<file path="src/rtl/hs_pkg.sv">
package hs_pkg;

  typedef enum logic [1:0] {
    HS_IDLE    = 2'd0,
    HS_SHIFT   = 2'd1,
    HS_RELEASE = 2'd2
  } hs_state_e;

  // True on the last permitted cycle of a bounded wait.
  function automatic logic limit_reached(input int unsigned count,
                                         input int unsigned limit);
    return (count + 1) >= limit;
  endfunction

  // Next shift-register value: shift left, fill the LSB.
  function automatic logic [31:0] shift_fill(input logic [31:0] value,
                                             input logic fill_bit);
    return {value[30:0], fill_bit};
  endfunction

endpackage

</file>
<file path="src/rtl/hs_sync.sv">
module hs_sync #(
  parameter int W      = 1,
  parameter int STAGES = 2
) (
  input  logic         clk,
  input  logic         rst_n,
  input  logic [W-1:0] d,
  output logic [W-1:0] q
);
  logic [W-1:0] pipe [STAGES];

  always_ff @(posedge clk or negedge rst_n) begin
    if (!rst_n) begin
      for (int i = 0; i < STAGES; i++) pipe[i] <= '0;
    end else begin
      pipe[0] <= d;
      for (int i = 1; i < STAGES; i++) pipe[i] <= pipe[i-1];
    end
  end

  assign q = pipe[STAGES-1];
endmodule

</file>
<file path="src/rtl/hs_shifter.sv">
module hs_shifter #(
  parameter int W = 8
) (
  input  logic         clk,
  input  logic         rst_n,
  input  logic         load,
  input  logic [W-1:0] load_val,
  input  logic         en,
  input  logic         tx_mode,
  input  logic         edge_i,
  input  logic         sdi_i,
  output logic [W-1:0] shreg_o,
  output logic [W-1:0] next_o,
  output logic         last_edge_o
);
  import hs_pkg::*;

  localparam int CNT_W = (W > 1) ? $clog2(W) : 1;
  localparam logic [CNT_W-1:0] LAST = CNT_W'(W - 1);

  logic [W-1:0]     shreg;
  logic [CNT_W-1:0] cnt;
  logic             take;
  logic [31:0]      wide_next;

  assign take        = en && edge_i;
  assign wide_next   = shift_fill(32'(shreg), tx_mode ? 1'b0 : sdi_i);
  assign next_o      = wide_next[W-1:0];
  assign last_edge_o = take && (cnt == LAST);
  assign shreg_o     = shreg;

  always_ff @(posedge clk or negedge rst_n) begin
    if (!rst_n) begin
      shreg <= '0;
      cnt   <= '0;
    end else if (load) begin
      shreg <= load_val;
      cnt   <= '0;
    end else if (take) begin
      shreg <= next_o;
      cnt   <= cnt + 1'b1;
    end
  end
endmodule

</file>
<file path="src/rtl/hs_wait_timer.sv">
module hs_wait_timer #(
  parameter int LIMIT = 16,
  parameter int CW    = 5
) (
  input  logic          clk,
  input  logic          rst_n,
  input  logic          run,
  input  logic          halt,
  output logic [CW-1:0] cnt_o,
  output logic          expired_o
);
  import hs_pkg::*;

  logic [CW-1:0] cnt;

  assign expired_o = run && limit_reached(32'(cnt), LIMIT);
  assign cnt_o     = cnt;

  always_ff @(posedge clk or negedge rst_n) begin
    if (!rst_n)             cnt <= '0;
    else if (run && !halt)  cnt <= cnt + 1'b1;
    else                    cnt <= '0;
  end
endmodule

</file>
<file path="src/rtl/hs_byte_engine.sv">
module hs_byte_engine #(
  parameter int DATA_W      = 8,
  parameter int SYNC_STAGES = 2,
  parameter int WAIT_CYCLES = 6_400_000
) (
  input  logic              clk,
  input  logic              rst_n,
  input  logic              start,
  input  logic              start_tx,
  input  logic [DATA_W-1:0] tx_data,
  output logic              req_n,
  input  logic              ack_n,
  input  logic              sclk,
  input  logic              sdi,
  output logic              sdo,
  output logic              busy,
  output logic              done,
  output logic              done_tx,
  output logic [DATA_W-1:0] rx_data,
  output logic              timeout_err,
  output logic              ack_warn
);
  import hs_pkg::*;

  localparam int WAIT_W = $clog2(WAIT_CYCLES + 1);

  hs_state_e         state;
  logic              dir_tx;
  logic              sclk_s, sdi_s, ack_hi;
  logic              sclk_d;
  logic              sclk_rise;
  logic              in_shift, in_release, accept;
  logic [DATA_W-1:0] shift_q, shift_next;
  logic              last_edge;
  logic [WAIT_W-1:0] wait_cnt;
  logic              wait_expired;

  // Cross-domain inputs.
  hs_sync #(.W(3), .STAGES(SYNC_STAGES)) u_sync (
    .clk   (clk),
    .rst_n (rst_n),
    .d     ({sclk, sdi, ack_n}),
    .q     ({sclk_s, sdi_s, ack_hi})
  );

  always_ff @(posedge clk or negedge rst_n) begin
    if (!rst_n) sclk_d <= 1'b0;
    else        sclk_d <= sclk_s;
  end

  assign sclk_rise  = sclk_s && !sclk_d;
  assign in_shift   = (state == HS_SHIFT);
  assign in_release = (state == HS_RELEASE);
  assign accept     = (state == HS_IDLE) && start;
  assign busy       = (state != HS_IDLE);

  hs_shifter #(.W(DATA_W)) u_shift (
    .clk         (clk),
    .rst_n       (rst_n),
    .load        (accept),
    .load_val    (start_tx ? tx_data : '0),
    .en          (in_shift),
    .tx_mode     (dir_tx),
    .edge_i      (sclk_rise),
    .sdi_i       (sdi_s),
    .shreg_o     (shift_q),
    .next_o      (shift_next),
    .last_edge_o (last_edge)
  );

  hs_wait_timer #(.LIMIT(WAIT_CYCLES), .CW(WAIT_W)) u_wait (
    .clk       (clk),
    .rst_n     (rst_n),
    .run       (in_release),
    .halt      (ack_hi || wait_expired),
    .cnt_o     (wait_cnt),
    .expired_o (wait_expired)
  );

  assign sdo = (in_shift && dir_tx) ? shift_q[DATA_W-1] : 1'b1;

  always_ff @(posedge clk or negedge rst_n) begin
    if (!rst_n) begin
      state       <= HS_IDLE;
      dir_tx      <= 1'b0;
      req_n       <= 1'b1;
      done        <= 1'b0;
      done_tx     <= 1'b0;
      rx_data     <= '0;
      timeout_err <= 1'b0;
      ack_warn    <= 1'b0;
    end else begin
      done        <= 1'b0;
      timeout_err <= 1'b0;
      ack_warn    <= 1'b0;
      unique case (state)
        HS_IDLE: begin
          if (start) begin
            state  <= HS_SHIFT;
            dir_tx <= start_tx;
            req_n  <= 1'b0;
          end
        end
        HS_SHIFT: begin
          if (last_edge) begin
            state    <= HS_RELEASE;
            req_n    <= 1'b1;
            ack_warn <= ack_hi;
            if (!dir_tx) rx_data <= shift_next;
          end
        end
        HS_RELEASE: begin
          if (ack_hi) begin
            state   <= HS_IDLE;
            done    <= 1'b1;
            done_tx <= dir_tx;
          end else if (wait_expired) begin
            state       <= HS_IDLE;
            timeout_err <= 1'b1;
          end
        end
        default: state <= HS_IDLE;
      endcase
    end
  end
endmodule

</file>
<file path="config.mk">
export PLATFORM = sky130hd
export DESIGN_NAME = hs_byte_engine
export DESIGN_NICKNAME = d
export VERILOG_FILES = /design/src/rtl/hs_pkg.sv /design/src/rtl/hs_sync.sv /design/src/rtl/hs_shifter.sv /design/src/rtl/hs_wait_timer.sv /design/src/rtl/hs_byte_engine.sv
export SDC_FILE = /design/constraint.sdc
export NUM_CORES = 1
export LEC_CHECK = 0
export BUFFER_PORTS_ARGS = -buffer_cell sky130_fd_sc_hd__buf_2
export CELL_PAD_IN_SITES_DETAIL_PLACEMENT = 1
export CELL_PAD_IN_SITES_GLOBAL_PLACEMENT = 1
export CORE_ASPECT_RATIO = 0.75
export CORE_MARGIN = 8
export CORE_UTILIZATION = 50
export CTS_CLUSTER_DIAMETER = 100
export DETAILED_ROUTE_END_ITERATION = 10
export PLACE_DENSITY = 0.81
export SETUP_SLACK_MARGIN = 0.02
export SLEW_MARGIN = 20
export SYNTH_ARGS = -nofsm -noshare
export SYNTH_HDL_FRONTEND = slang
export SYNTH_SLANG_ARGS = --single-unit
</file>
<file path="constraint.sdc">
create_clock -name clk -period 4.05 [get_ports clk]
set_clock_uncertainty 0.2 [all_clocks]
set_input_delay 0.6075 -clock clk [delete_from_list [all_inputs] [get_ports clk]]
set_output_delay 0.6075 -clock clk [all_outputs]
set_load 0.02 [all_outputs]
</file>
==> out/qor.txt, run 1 <==
outcome = finished clean
dpl hpwl = 4.53 mm
area of the mapped netlist = 2890 sq um
number of antenna violations at the first check in global routing = 0
site row count = 24
top post-synthesis cells by count = 56 x sky130_fd_sc_hd__dfrtp_1, 19 x sky130_fd_sc_hd__a211oi_2, 18 x sky130_fd_sc_hd__nand3_1, 16 x sky130_fd_sc_hd__nand2_1, 15 x sky130_fd_sc_hd__nor2_1
fraction of met2 tracks used by global routing = 26.9%
vias per std cell = 5.59
switching power total = 462 uW
area enclosed by the die boundary = 8490 sq um
Setup-failing EPs final = 0
distinct cell type count after synthesis = 48
layer with the highest usage = met2
number of pins exceeding their max-slew limit in the final report = 0
cell at the root of the clock tree = sky130_fd_sc_hd__clkbuf_8
largest net degree at the start of global routing = 39
final cell count without fillers = 370
Cell Int Power = 1.21 mW
leading area contributor after synthesis = sky130_fd_sc_hd__dfrtp_1
worst-case clock buffer depth = 2
initial cell density of the core = 50.7%
number of synthesized flops with an enable pin = 0
element type at the critical path start = flip-flop
global-route wire length before repair = 11.2 mm
Rel. slew slack = 39.7%
sequential cell area = 1430 sq um
setup slack of the critical path after layout = 0.771 ns
number of diodes added for antenna fixing = 0
number of instances in the synthesized netlist = 261
top cells by area in the synthesized netlist = sky130_fd_sc_hd__dfrtp_1 48%, sky130_fd_sc_hd__a211oi_2 8.2%, sky130_fd_sc_hd__xnor2_1 3.9%, sky130_fd_sc_hd__mux2i_1 3.8%, sky130_fd_sc_hd__nand3_1 3.1%
Chip Height = 81.8 um
number of design rule violations left after detail routing = 0
clock tree from TritonCTS = yes
Final ANT Viol Nets = 0
violation count after the first detailed-route iteration = 88
Placed Instances = 354
Std-Cell Core Area = 5710 sq um
cts repair resizes = 0
Routed wire per std cell = 18.2 um
achievable frequency = 0.305 GHz
CTS Hold Bufs = 0
required time worst endpoint = 4.03 ns
Routed WL = 6.73 mm
area of combinational cells with multiple inputs = 1350 sq um
transition time at the pin with the least slew margin = 0.899 ns
dominant synthesized flop cell = sky130_fd_sc_hd__dfrtp_1
proportion of synthesized flip-flops having asynchronous set or reset = 100%
H-tree level count = 3
FILL cells = 607
Hold Path Cell Cnt = 1
GRT Residual Overflow = 0
dominant cell by count in the synthesized netlist = sky130_fd_sc_hd__dfrtp_1
latest clock arrival within the worst-skew pair = 0.34 ns
grt met3 use = 4.70%
part of the power in the clock network = 39.0%
post-synthesis register bit count = 57
number of global-route vias before repair = 2130
max-cap check violation count = 0
Final Net Count = 305
setup repair after global routing missed its margin = no
final worst-path cycle share = 81.0%
worst hold slack = 0.173 ns
Max VDD drop = 329 uV
Yosys warnings = 0
proportion of netlist area held by the largest area contributor = 48.5%
all-layer global routing usage = 16.8%
I/O pin cnt = 30
sequential share of the synthesized area = 49.4%
fraction of layout instances using a drive strength above 1 = 29.5%
peak fanout along the critical path = 21
M1 GR Usage = 21.5%
type of the tightest min-delay check = primary input to flip-flop
number of buffers inserted by post-CTS setup repair = 0
sum of negative setup slack = 0 ns
overall die width = 104 um
number of vias after detailed routing = 2067
hold violation count in the final report = 0
Arrival @ worst endpoint = 3.26 ns
Port-buffer cells = 29
average cell area after synthesis = 11.1 sq um
cell area power density = 503 nW/um^2
Syn-to-layout area delta = 14.8%
part of the power in registers = 43.7%
Mapped Nets = 279
Sw Ratio = 27.7%
leakage = 1.39 nW
Period minus WS final = 3.28 ns
number of iterations in the first detailed-routing pass = 4
critical path class = flip-flop to flip-flop
type of destination of the critical path = flip-flop
DP Worst Slack = 0.807 ns
proportion of power drawn by combinational gates = 17.3%
CTS Sinks = 57
Reg2Reg Depth = 6
final RePlAce weighted congestion = 0.862
clock transition at the registers of the reported paths = 0.07 ns
clock buffers created by TritonCTS = 9
power groups by stage:
| stage | combinational, mW | sequential (mW) | clock (mW) |
|---|---|---|---|
| 3_3_place_gp | 0.274 | 0.728 | 0 |
| 2_1_floorplan | 0.157 | 0.752 | 0 |
| 5_1_grt | 0.320 | 0.742 | 0.686 |
| 6_report | 0.289 | 0.729 | 0.650 |
| 4_1_cts | 0.295 | 0.730 | 0.666 |
| 3_5_place_dp | 0.289 | 0.736 | 0 |
sequential cells by signal, summed over array words and instances, names as in the netlist:
signal and cells:
u_wait.cnt_o 23, rx_data 8, u_shift.shreg_o 8, u_shift.cnt 3, u_sync.pipe 3, u_sync.q 3
state 2, ack_warn 1, dir_tx 1, done 1, done_tx 1, req_n 1
sclk_d 1, timeout_err 1
layout make-up:
class                      instances  share of cell area, %
sequential                        57                   43.0
multi-input combinational        179                   40.7
timing repair buffer              32                   5.05
clock buffer                      11                   4.26
clock inverter                     5                   3.09
tap                               78                   2.94
inverter                           8                  0.905
routing by layer:
layer / vias to the layer above / wire length, um
met4: 0 / 108
met5: - / 0
met2: 33 / 3170
met3: 13 / 251
li1: 989 / -
met1: 1032 / 3200
critical path: stages (launching register included):
cell and delay, ns:
sky130_fd_sc_hd__dfrtp_1 0.44, sky130_fd_sc_hd__nand3_1 0.22, sky130_fd_sc_hd__or4_1 0.52, sky130_fd_sc_hd__a2111oi_0 0.54, sky130_fd_sc_hd__o22ai_1 0.24, sky130_fd_sc_hd__o211ai_4 0.79
sky130_fd_sc_hd__a211oi_2 0.16
cell usage in the layout, fill, tap and decap left out, types with 2 or more instances in the layout:
master and count:
sky130_fd_sc_hd__nor2_1 15, sky130_fd_sc_hd__a31oi_1 2, sky130_fd_sc_hd__nor3_1 4, sky130_fd_sc_hd__mux2_2 8
sky130_fd_sc_hd__a21oi_1 4, sky130_fd_sc_hd__nand4_1 5, sky130_fd_sc_hd__buf_4 3, sky130_fd_sc_hd__bufinv_16 3
sky130_fd_sc_hd__or2_2 3, sky130_fd_sc_hd__and3b_1 3, sky130_fd_sc_hd__ha_1 3, sky130_fd_sc_hd__mux2i_1 11
sky130_fd_sc_hd__nor4_1 3, sky130_fd_sc_hd__inv_1 8, sky130_fd_sc_hd__xor2_1 8, sky130_fd_sc_hd__nand3_1 18
sky130_fd_sc_hd__nand2b_1 2, sky130_fd_sc_hd__o21ai_0 13, sky130_fd_sc_hd__xnor2_1 13, sky130_fd_sc_hd__and3_1 2
sky130_fd_sc_hd__buf_2 29, sky130_fd_sc_hd__or4_1 3, sky130_fd_sc_hd__o2111ai_1 2, sky130_fd_sc_hd__a211oi_2 19
sky130_fd_sc_hd__nand2_1 16, sky130_fd_sc_hd__dfrtp_1 56, sky130_fd_sc_hd__clkbuf_8 10, sky130_fd_sc_hd__and2_1 3
worst paths after layout:
path / slack (ns) / startpoint / endpoint
setup reg to reg: 0.77 / u_wait.cnt_o[2]$_DFF_PN0_ / u_wait.cnt_o[1]$_DFF_PN0_
setup / recovery: 0.77 / u_wait.cnt_o[2]$_DFF_PN0_ / u_wait.cnt_o[1]$_DFF_PN0_
hold reg to reg: 0.17 / u_sync.pipe[3]$_DFF_PN0_ / u_sync.q[0]$_DFF_PN0_
max in group asynchronous: 2.67 / rst_n / rx_data[0]$_DFFE_PN0P_
hold / removal: 0.17 / ack_n / u_sync.pipe[3]$_DFF_PN0_
min in group asynchronous: 0.18 / rst_n / u_wait.cnt_o[20]$_DFF_PN0_
through the flow:
step	total power, mW	util, %	cell area, sq um
6_report	1.67	58.2	3320
5_1_grt	1.75	58.2	3320
4_1_cts	1.69	58.2	3320
3_5_place_dp	1.03	53.9	3070
3_3_place_gp	1.00	53.9	3070
2_1_floorplan	0.909	-	2890
cell families (layout without fill, tap and decap cells):
logic type | after synthesis | in the layout | share of synthesized area (%)
fa+ha+maj | 3 | 3 | 1.30
compound gates | 53 | 53 | 17.0
flops | 57 | 57 | 49.4
xor+xnor | 21 | 21 | 6.36
simple gates | 83 | 83 | 15.2
mux | 19 | 19 | 6.93
buf+inv | 25 | 56 | 3.85
No activity file was read; power rests on OpenSTA's default activity.
==> run 2, diff against run 1 <==
CORE_UTILIZATION = 42   (was 50)
PLACE_DENSITY = 0.72   (was 0.81)
clock period = 2.9 ns   (was 4.05 ns; I/O delays follow)
==> out/qor.txt, run 2 (synthesis gave the netlist of run 1 again) <==
CTS Sinks = 57 (unchanged)
Worst R2R Start = u_wait.cnt_o[7]$_DFF_PN0_
number of global-route vias before repair = 2219 (+4.2%)
latest clock arrival within the worst-skew pair = 0.35 ns (about the same)
element type at the critical path start = flip-flop
Max VDD drop = 418 uV (+27%)
critical path class = flip-flop to flip-flop
Arrival @ worst endpoint = 2.70 ns (-0.56 ns)
Syn-to-layout area delta = 18.4%
start point of the critical path = u_wait.cnt_o[7]$_DFF_PN0_
setup repair after global routing missed its margin = no
number of iterations in the first detailed-routing pass = 4 (unchanged)
final worst-path cycle share = 91.3% (+10 points)
cell at the root of the clock tree = sky130_fd_sc_hd__clkbuf_8
max-cap check violation count = 0 (unchanged)
final RePlAce weighted congestion = 0.837 (-2.9%)
H-tree level count = 3 (unchanged)
number of design rule violations left after detail routing = 0 (unchanged)
number of vias after detailed routing = 2130 (+3.0%)
Rel. slew slack = 50.9% (+11 points)
sum of negative setup slack = 0 ns (unchanged)
Worst path slowest cell = sky130_fd_sc_hd__or4_1
worst hold slack = 0.0176 ns (-0.155 ns)
Cell Chain, Critical Path = nand4_2, or3_1, or4_1, o21ai_2, o211ai_4, buf_12, a211oi_2
outcome = finished clean
Std-Cell Core Area = 6730 sq um (+18%)
achievable frequency = 0.378 GHz (+24%)
I/O pin cnt = 30 (unchanged)
clock buffers created by TritonCTS = 9 (unchanged)
Bufs and invs on worst path = 1 (+1)
leakage = 1.44 nW (+3.6%)
number of antenna violations at the first check in global routing = 0 (unchanged)
Period minus WS final = 2.65 ns (-0.631 ns)
most common cell after layout, fill and taps aside = sky130_fd_sc_hd__dfrtp_1
number of diodes added for antenna fixing = 0 (unchanged)
peak fanout along the critical path = 21 (unchanged)
required time worst endpoint = 2.95 ns (-1.08 ns)
end of the worst register-to-register path = u_wait.cnt_o[8]$_DFF_PN0_
all-layer global routing usage = 15.4% (-1.4 points)
area enclosed by the die boundary = 9820 sq um (+16%)
Final ANT Viol Nets = 0 (unchanged)
number of pins exceeding their max-slew limit in the final report = 0 (unchanged)
hold violation count in the final report = 0 (unchanged)
type of the tightest min-delay check = primary input to asynchronous set/reset pin
overall die width = 112 um (+7.7%)
max reg flops = 23 (unchanged)
type of destination of the critical path = flip-flop
GRT Residual Overflow = 0 (unchanged)
Port-buffer cells = 29 (unchanged)
clock transition at the registers of the reported paths = 0.07 ns (about the same)
dpl hpwl = 4.78 mm (+5.7%)
initial cell density of the core = 42.9% (-7.7 points)
Final Net Count = 315 (+3.3%)
clock tree from TritonCTS = yes
top library cells by usage in the layout, fill and taps aside = 56 x sky130_fd_sc_hd__dfrtp_1, 29 x sky130_fd_sc_hd__buf_2, 19 x sky130_fd_sc_hd__a211oi_2, 18 x sky130_fd_sc_hd__nand3_1, 16 x sky130_fd_sc_hd__nand2_1
global-route wire length before repair = 11.8 mm (+4.9%)
area of placed instances = 3150 sq um (+2.4%)
Chip Height = 87.8 um (+7.3%)
final cell utilization of the core = 50.8% (-7.3 points)
Routed WL = 7.04 mm (+4.6%)
Final Power = 2.34 mW (+40%)
cell family contributing the most delay on the critical path = simple AND/OR/NAND/NOR gates
Reg2Reg Depth = 7 (+1)
post-route cell area = 3420 sq um (+3.1%)
vias per std cell = 5.52 (-1.2%)
transition time at the pin with the least slew margin = 0.737 ns (-0.162 ns)
cell area power density = 683 nW/um^2 (+36%)
Reg2Reg Setup Slack = 0.25 ns (-0.52 ns)
Setup-failing EPs final = 0 (unchanged)
site row count = 26 (+8.3%)
violation count after the first detailed-route iteration = 109 (+24%)
fraction of layout instances using a drive strength above 1 = 30.8% (+1.3 points)
Routed wire per std cell = 18.2 um (+0.23%)
worst-case clock buffer depth = 2 (unchanged)
max incr delay on CP = 0.55 ns (-0.24 ns)
largest net degree at the start of global routing = 58 (+49%)
-- run 2: changes by cell type in the layout (fill, tap and decap cells not counted) --
cell	before	now
sky130_fd_sc_hd__a2111oi_0	1	0
sky130_fd_sc_hd__a2111oi_1	0	1
sky130_fd_sc_hd__buf_12	0	1
sky130_fd_sc_hd__buf_4	3	9
sky130_fd_sc_hd__dlygate4sd3_1	0	3
-- run 2: worst max path at each step --
| stage | endpoint | cells after the start |
|---|---|---|
| 6_report | u_wait.cnt_o[8]$_DFF_PN0_ | 7 |
| 5_1_grt | u_wait.cnt_o[8]$_DFF_PN0_ | 8 |
| 4_1_cts | u_wait.cnt_o[8]$_DFF_PN0_ | 7 |
| 3_5_place_dp | u_wait.cnt_o[4]$_DFF_PN0_ | 8 |
| 3_3_place_gp | u_wait.cnt_o[11]$_DFF_PN0_ | 7 |
| 2_1_floorplan | u_wait.cnt_o[0]$_DFF_PN0_ | 9 |
-- run 2: metrics by stage --
stage                     setup WS [ns]  std cells
final                             0.252        386
after global routing             0.0733        386
after CTS                         0.232        386
after detailed placement          0.246        367
after global placement            0.367        367
after floorplan                   0.475        261
-- run 2: where the power goes --
part           total, mW  internal, mW  switching (mW)
Clock              0.924         0.593           0.331
Sequential          1.01         0.926          0.0877
Combinational      0.400         0.169           0.231
-- run 2: repair_timing --
item | 4_1_cts | 5_1_grt
hold endpoints to repair | 3 | 0
endpoints found under the setup margin | 0 | 6
hold buffers | 3 | 0
setup buffers | 0 | 0
resized for setup | 0 | 1
-- run 2: area by class of cell --
cell class / instances / area (sq um)
inverters: 8 / 30.0
flip-flops and latches: 57 / 1430
clock inverters: 5 / 103
repair buffers: 42 / 263
clock buffers: 11 / 141
well taps: 84 / 105
fillers: 732 / 3310
multi-input cells: 179 / 1350
-- run 2: per-layer routing --
| layer | vias to the layer above | part of all wire (%) | GRT usage, % |
|---|---|---|---|
| li1 | 1009 | - | - |
| met1 | 1076 | 49 | 20.1 |
| met2 | 32 | 45 | 23.1 |
| met3 | 13 | 3.4 | 4.89 |
| met4 | 0 | 2.0 | 6.43 |
| met5 | - | 0 | 0 |
